**src/rtl/dma_agen_pkg.sv**
```systemverilog
package dma_agen_pkg;

   typedef enum logic [2:0] {
      SEL_PTR_HI  = 3'd0,
      SEL_PTR_LO  = 3'd1,
      SEL_LOC_HI  = 3'd2,
      SEL_LOC_LO  = 3'd3,
      SEL_MOD     = 3'd4,
      SEL_LEN     = 3'd5,
      SEL_RESTART = 3'd6,
      SEL_NONE    = 3'd7
   } agen_sel_e;

endpackage

```
**src/rtl/dma_agen_regs.sv**
```systemverilog
module dma_agen_regs
   import dma_agen_pkg::*;
#(
   parameter int PTR_W = 20,
   parameter int REG_W = 16,
   parameter int LEN_W = 16
) (
   input  logic             clk,
   input  logic             rst_n,
   input  logic             wr_en,
   input  logic [2:0]       wr_sel,
   input  logic [REG_W-1:0] wr_data,
   input  logic [PTR_W-1:0] keep,
   output logic [PTR_W-1:0] loc,
   output logic [REG_W-2:0] modv,
   output logic [LEN_W-1:0] len,
   output logic             strobe,
   output logic             ptr_wr_hi,
   output logic             ptr_wr_lo
);

   localparam int LO_W = REG_W - 1;
   localparam int HI_W = PTR_W - LO_W;

   agen_sel_e sel;
   assign sel = agen_sel_e'(wr_sel);

   assign strobe    = wr_en && (sel == SEL_RESTART);
   assign ptr_wr_hi = wr_en && (sel == SEL_PTR_HI);
   assign ptr_wr_lo = wr_en && (sel == SEL_PTR_LO);

   always_ff @(posedge clk) begin
      if (!rst_n) begin
         loc  <= '0;
         modv <= '0;
         len  <= '0;
      end else if (wr_en) begin
         case (sel)
            SEL_LOC_HI: loc  <= {wr_data[HI_W-1:0], loc[LO_W-1:0]} & keep;
            SEL_LOC_LO: loc  <= {loc[PTR_W-1:LO_W], wr_data[REG_W-1:1]} & keep;
            SEL_MOD:    modv <= wr_data[REG_W-1:1];
            SEL_LEN:    len  <= wr_data[LEN_W-1:0];
            default: ;
         endcase
      end
   end


   ignored_sel_chk: assert property (@(posedge clk) disable iff (!rst_n)
      (wr_en && wr_sel == 3'd7) |=> ($stable(loc) && $stable(modv) && $stable(len)));

endmodule

```
**src/rtl/dma_agen_ptr.sv**
```systemverilog
module dma_agen_ptr #(
   parameter int PTR_W = 20,
   parameter int REG_W = 16
) (
   input  logic             clk,
   input  logic             rst_n,
   input  logic             ptr_wr_hi,
   input  logic             ptr_wr_lo,
   input  logic [REG_W-1:0] wr_data,
   input  logic             reload,
   input  logic             fetch,
   input  logic             line_end,
   input  logic [PTR_W-1:0] loc,
   input  logic [REG_W-2:0] modv,
   input  logic [PTR_W-1:0] keep,
   output logic [PTR_W-1:0] wptr
);

   localparam int LO_W  = REG_W - 1;
   localparam int HI_W  = PTR_W - LO_W;
   localparam int EXT_W = PTR_W - LO_W;

   logic [PTR_W-1:0] mod_ext;
   logic [PTR_W-1:0] step;
   logic [PTR_W-1:0] nxt;

   assign mod_ext = {{EXT_W{modv[LO_W-1]}}, modv};
   assign step    = line_end ? (mod_ext + PTR_W'(1)) : PTR_W'(1);

   always_comb begin
      nxt = wptr;
      if (ptr_wr_hi)
         nxt = {wr_data[HI_W-1:0], wptr[LO_W-1:0]};
      else if (ptr_wr_lo)
         nxt = {wptr[PTR_W-1:LO_W], wr_data[REG_W-1:1]};
      else if (reload)
         nxt = loc;
      else if (fetch)
         nxt = wptr + step;
   end

   always_ff @(posedge clk) begin
      if (!rst_n) wptr <= '0;
      else        wptr <= nxt & keep;
   end


   word_step_chk: assert property (@(posedge clk) disable iff (!rst_n)
      (fetch && !line_end && !reload && !ptr_wr_hi && !ptr_wr_lo)
      |=> wptr == (($past(wptr) + PTR_W'(1)) & keep));


   reload_copy_chk: assert property (@(posedge clk) disable iff (!rst_n)
      (reload && !ptr_wr_hi && !ptr_wr_lo) |=> wptr == $past(loc));


   hi_write_chk: assert property (@(posedge clk) disable iff (!rst_n)
      ptr_wr_hi |=> wptr[LO_W-1:0] == $past(wptr[LO_W-1:0]));

endmodule

```
**src/rtl/dma_agen_len.sv**
```systemverilog
module dma_agen_len #(
   parameter int LEN_W = 16
) (
   input  logic             clk,
   input  logic             rst_n,
   input  logic             restart_any,
   input  logic             fetch,
   input  logic [LEN_W-1:0] len,
   output logic             done
);

   logic [LEN_W-1:0] cnt;

   always_ff @(posedge clk) begin
      if (!rst_n) begin
         cnt  <= '0;
         done <= 1'b0;
      end else if (restart_any || done) begin
         cnt  <= len;
         done <= 1'b0;
      end else if (fetch && cnt != '0) begin
         cnt  <= cnt - LEN_W'(1);
         done <= (cnt == LEN_W'(1));
      end else begin
         done <= 1'b0;
      end
   end


   done_pulse_chk: assert property (@(posedge clk) disable iff (!rst_n)
      done |=> !done);


   done_cause_chk: assert property (@(posedge clk) disable iff (!rst_n)
      $rose(done) |-> $past(fetch));

endmodule

```
**src/rtl/dma_addr_gen.sv**
```systemverilog
module dma_addr_gen #(
   parameter int PTR_W  = 20,
   parameter int REG_W  = 16,
   parameter int LEN_W  = 16,
   parameter bit NARROW = 1'b0
) (
   input  logic             clk,
   input  logic             rst_n,
   input  logic             wr_en,
   input  logic [2:0]       wr_sel,
   input  logic [REG_W-1:0] wr_data,
   input  logic             fetch,
   input  logic             line_end,
   input  logic             restart,
   output logic [PTR_W:0]   addr,
   output logic             done
);

   localparam int LO_W = REG_W - 1;
   localparam int HI_W = PTR_W - LO_W;

   if (HI_W < 1 || HI_W > REG_W) begin : g_bad_ptr_w
      $error("PTR_W must leave a high half of 1..REG_W bits");
   end
   if (LEN_W < 1 || LEN_W > REG_W) begin : g_bad_len_w
      $error("LEN_W must fit in one register write");
   end
   if (NARROW && PTR_W < LO_W + 3) begin : g_bad_narrow
      $error("narrow option needs at least three high bits");
   end

   logic [PTR_W-1:0] keep;
   if (NARROW) begin : g_keep_narrow
      assign keep = {2'b00, {(PTR_W-2){1'b1}}};
   end else begin : g_keep_full
      assign keep = '1;
   end

   logic [PTR_W-1:0] loc;
   logic [PTR_W-1:0] wptr;
   logic [REG_W-2:0] modv;
   logic [LEN_W-1:0] len;
   logic             strobe;
   logic             ptr_wr_hi;
   logic             ptr_wr_lo;
   logic             restart_any;
   logic             reload;

   assign restart_any = restart || strobe;
   assign reload      = restart_any || done;
   assign addr        = {wptr, 1'b0};

   dma_agen_regs #(.PTR_W(PTR_W), .REG_W(REG_W), .LEN_W(LEN_W)) u_regs (
      .clk(clk), .rst_n(rst_n), .wr_en(wr_en), .wr_sel(wr_sel),
      .wr_data(wr_data), .keep(keep), .loc(loc), .modv(modv), .len(len),
      .strobe(strobe), .ptr_wr_hi(ptr_wr_hi), .ptr_wr_lo(ptr_wr_lo)
   );

   dma_agen_ptr #(.PTR_W(PTR_W), .REG_W(REG_W)) u_ptr (
      .clk(clk), .rst_n(rst_n), .ptr_wr_hi(ptr_wr_hi), .ptr_wr_lo(ptr_wr_lo),
      .wr_data(wr_data), .reload(reload), .fetch(fetch), .line_end(line_end),
      .loc(loc), .modv(modv), .keep(keep), .wptr(wptr)
   );

   dma_agen_len #(.LEN_W(LEN_W)) u_len (
      .clk(clk), .rst_n(rst_n), .restart_any(restart_any), .fetch(fetch),
      .len(len), .done(done)
   );

   if (NARROW) begin : g_narrow_chk

      narrow_top_chk: assert property (@(posedge clk) disable iff (!rst_n)
         addr[PTR_W -: 2] == 2'b00);
   end


   lone_line_end_chk: assert property (@(posedge clk) disable iff (!rst_n)
      (line_end && !fetch && !reload && !ptr_wr_hi && !ptr_wr_lo) |=> $stable(addr));

endmodule

```
**config.mk**
```make
export PLATFORM = sky130hd
export DESIGN_NAME = dma_addr_gen
export DESIGN_NICKNAME = d
export VERILOG_FILES = /design/src/rtl/dma_agen_pkg.sv /design/src/rtl/dma_agen_regs.sv /design/src/rtl/dma_agen_ptr.sv /design/src/rtl/dma_agen_len.sv /design/src/rtl/dma_addr_gen.sv
export SDC_FILE = /design/constraint.sdc
export NUM_CORES = 1
export LEC_CHECK = 0
export ABC_AREA = 1
export BUFFER_PORTS_ARGS = -buffer_cell sky130_fd_sc_hd__buf_4
export CAP_MARGIN = 20
export CORE_AREA = 2 2 107 109
export CTS_BUF_LIST = sky130_fd_sc_hd__clkbuf_8
export CTS_CLUSTER_SIZE = 24
export DETAILED_ROUTE_END_ITERATION = 8
export DIE_AREA = 0 0 109 111
export GPL_ROUTABILITY_DRIVEN = 1
export GPL_TIMING_DRIVEN = 0
export PLACE_DENSITY_LB_ADDON = 0.15
export SLEW_MARGIN = 20
export SYNTH_ARGS = -nofsm -noshare
export SYNTH_HDL_FRONTEND = slang
export SYNTH_SLANG_ARGS = --single-unit
```
**constraint.sdc**
```tcl
create_clock -name clk -period 3.4 [get_ports clk]
set_input_delay 0.51 -clock clk [delete_from_list [all_inputs] [get_ports clk]]
set_output_delay 0.51 -clock clk [all_outputs]
set_load 0.02 [all_outputs]
```
==> summary.md <==
| Metric | Value |
|---|---|
| Status | completed |
| Final hold vios | 0 |
| Initial antenna violation count | 0 |
| Worst Max-Slew Pin Slew | ~0.68 ns |
| Clock skew | 0.00806 ns |
| Remaining DRCs | 0 |
| Logic pwr share | 0.220 |
| Clock tree buffer depth | 2 |
| Reg area | approximately 0.0018 sq mm |
| Final Cycle Share | 0.903 |
| FF-to-FF Start | u_regs.modv[0]$_SDFFE_PN0P_ |
| CP cell instances | ha_1 -> nand2_1 -> nor2_1 -> inv_1 -> nor2_1 -> nand2_1 -> inv_1 -> a21oi_1 -> nor3_1 -> ha_1 -> a21oi_1 -> o21ai_0 -> a21oi_1 -> nand2_1 -> nand2_1 -> nand3_1 -> nand2_1 -> a21oi_1 |
| Post-layout util | 0.542 |
| Final ANT Viol Nets | 0 |
| Gpl congestion | 0.945 |
| ANT cells | 0 |
| Worst skew pair latency | 0.36 ns |
| Setup TNS | 0 ns |
| Hold Crit Class | in -> reg |
| Drt initial violations | roughly 420 |
| Final #Nets | slightly above 900 |
| Most common cell in the netlist | nor2_1 |
| Num rows | 39 |
| CTS tree | built |
| Switching Fraction | 0.318 |
| Die Height | about 110 microns |
| Synth top area share | 0.332 |
| Max VDD drop | approximately 0.27 mV |
| Clk sinks | 88 |
| Fmax | ~0.33 GHz |
| RSZ-0062 raised after global routing | false |
| CP max stage cell | dfxtp_1 |
| Top_reg_cell synth | dfxtp_1 |
| First-pass GRT wire length | roughly 26 mm |
| Critical Path AT | ~3.3 ns |
| Sw Pwr | about 0.76 mW |
| Vias | about 5,700 |
| Wirelength per Cell | approximately 16 microns |
| Most used cell, CP | nand2_1 |
| Largest area contributor in the netlist | dfxtp_1 |
| CTS Root Cell | clkbuf_8 |
| Top post-synthesis cells by area | dfxtp_1 (33%), nor2_1 (11%), nand2_1 (9.8%) |
| Critical Path RT | approximately 3.7 ns |
| R2r setup slk | 0.33 ns |
| Asr flop ratio synth | 0 |
| H-tree depth | 3 |
| Vias per cell | approximately 5.6 |
| Worst setup path start | u_regs.modv[0]$_SDFFE_PN0P_ |
| Die width | roughly 110 microns |
| GRT Total Usage | 0.283 |
| Total Power | roughly 2.4 mW |
| Max stage delay on crit path | 0.38 ns |
| Rel. slew slack | 0.545 |
| Post-Synthesis Cell Area | between 0.005 and 0.006 sq mm |
| MaxCap Viol Count | 0 |
| Sequential area share after synthesis | 0.332 |
| Pre-Repair DR Iteration Count | 7 |
| Vias in the first global route | about 5,300 |
| Post-place setup slack | approximately 0.29 ns |
| HPWL Detailed | around 13 mm |
| Hold Slack | about 0.42 ns |
| Int Power | between 1.5 and 2 mW |
| FF-to-FF path depth | 18 |
| Num CTS Buffers | 9 |
| Ys Warns | 0 |
| #FFs+latches synth | 88 |
| Static Leakage | 2.74 nW |
| Area grow syn2layout | 13.2% |
| Worst setup path end | u_ptr.wptr[19]$_SDFFE_PN0P_ |
| Library cells used by synthesis | 43 |
| Final Max Slew Viols | 0 |
| Pwr/cell area | between 300 and 400 mW/mm^2 |
| Crit path max fanout | 6 |
| Clk pin slew, worst setup/hold paths | ~0.090 ns |
| Top post-synthesis cells by count | nor2_1 (159), nand2_1 (139), o21ai_0 (95), dfxtp_1 (88) |
| Syn Area/Cell | approximately 6.5 sq um |
| Post-Syn Instances | approximately 800 |
| Setup violation total in the final timing report | 0 |
| Sequential power share | 0.478 |
| Crit. End Element | flop |
| Startpoint types | flop |
| Kind of critical path | reg -> reg |
| Drt total wl | roughly 17 mm |
| Layout cells sized above 1 | 0.0997 |
| Syn Nets | around 860 |
| Largest net degree at the start of global routing | 14 |
| Worst R2R End | u_ptr.wptr[19]$_SDFFE_PN0P_ |
| Die ar. | ~0.012 sq mm |
| Area of the multi-input gates | 0.00310 sq mm |
| Port Buffers | 44 |
| Clock share of power | 0.302 |
| PnR worst setup slack | about 0.33 ns |
| Core Box Area | between 0.01 and 0.015 sq mm |
| # fillers | 1,123 |
| # IOs | between 40 and 50 |
| Min Clock Period, post-route | 3.07 ns |
| Starting Density | 0.479 |
| GRT Residual Overflow | 0 |
| EDFF count, synth | 0 |
[cell type report]
type / instances / share of cell area
multi-input combinational: 616 / 0.516
tap: 143 / 0.0298
sequential: 88 / 0.293
clock buffer: 10 / 0.0229
buffer: 30 / 0.0244
inverter: 80 / 0.0500
timing repair buffer: 44 / 0.0550
clock inverter: 5 / 0.00834
[power groups by stage]
stage          clock network, mW  logic (mW)  registers (mW)
5_1_grt                    0.775       0.585            1.14
4_1_cts                    0.732       0.519            1.14
6_report                   0.718       0.524            1.14
3_5_place_dp                   0       0.515            1.16
3_3_place_gp                   0       0.509            1.16
2_1_floorplan                  0       0.319            1.17
[cells in the final DEF, fill, tap and decap left out, types with 2 or more instances in the layout]
master    count
clkbuf_1     16
buf_2         6
ha_1         22
dfxtp_1      88
o22ai_1       2
o21ai_0      95
nand4_1       5
buf_1         3
xor2_1       15
inv_1        76
nor2_1      158
a211oi_1      9
o21bai_1      2
a31oi_1       5
clkbuf_8     10
nand3_1      39
nor2_2        3
buf_4        47
o21ai_1       2
nand2_2       6
nor3_1        9
o221ai_1      5
o211ai_1      2
xnor2_1       4
and2_1        2
inv_2         5
nand2_1     139
buf_6         2
a21oi_1      74
nor4_1        4
and3_1        2
[sequential cells by signal (all words and copies together), names as in the netlist]
name         cells
u_ptr.wptr      20
u_regs.loc      20
u_len.cnt       16
u_regs.len      16
u_regs.modv     15
u_len.done       1
[worst min-delay path by stage]
stage	start	end	cells after the start
3_5_place_dp	u_regs.len[12]$_SDFFE_PN0P_	u_regs.len[12]$_SDFFE_PN0P_	2
4_1_cts	wr_data[8]	u_regs.modv[7]$_SDFFE_PN0P_	3
6_report	wr_data[8]	u_regs.modv[7]$_SDFFE_PN0P_	3
2_1_floorplan	u_regs.len[12]$_SDFFE_PN0P_	u_regs.len[12]$_SDFFE_PN0P_	2
5_1_grt	wr_data[10]	u_regs.loc[9]$_SDFFE_PN0P_	3
3_3_place_gp	u_regs.len[12]$_SDFFE_PN0P_	u_regs.len[12]$_SDFFE_PN0P_	2
[stage by stage]
step,cells,instance area [sq um]
floorplan,814,5310
global placement,1001,5810
detailed placement,1001,5810
CTS,1016,6000
global route,1016,6000
finish,1016,6000
[what timing repair did]
action	in CTS	in global routing
hold buffers	0	0
endpoints found under the setup margin	0	4
hold endpoints to repair	0	0
gates resized for setup	0	1
buffers inserted	0	0
[per-layer routing]
metal / track usage / part of all wire
met1: 0.406 / 0.46
met2: 0.427 / 0.44
met3: 0.0476 / 0.072
met4: 0.0932 / 0.028
met5: 0 / 0
[cells by family (layout without fill, tap and decap cells)]
| group | after synthesis | after routing | synth area share |
|---|---|---|---|
| adders and majority gates | 23 | 23 | 0.0557 |
| xor gates and xnor gates | 19 | 19 | 0.0314 |
| buffers and inverters | 110 | 169 | 0.0842 |
| DFF | 88 | 88 | 0.332 |
| and+or+nand+nor | 372 | 372 | 0.290 |
| other | 1 | 1 | 0.000707 |
| AOI/OAI and AO/OA | 201 | 201 | 0.206 |
[critical path, delay by kind of cell, from the launching register on]
family / cells / cell delay [ns]
and+or+nand+nor: 9 / 1.12
buffers and inverters: 2 / 0.19
AOI/OAI and AO/OA: 5 / 0.71
adders and majority gates: 2 / 0.55
DFF: 1 / 0.38
(Power assumes the default switching activity.)
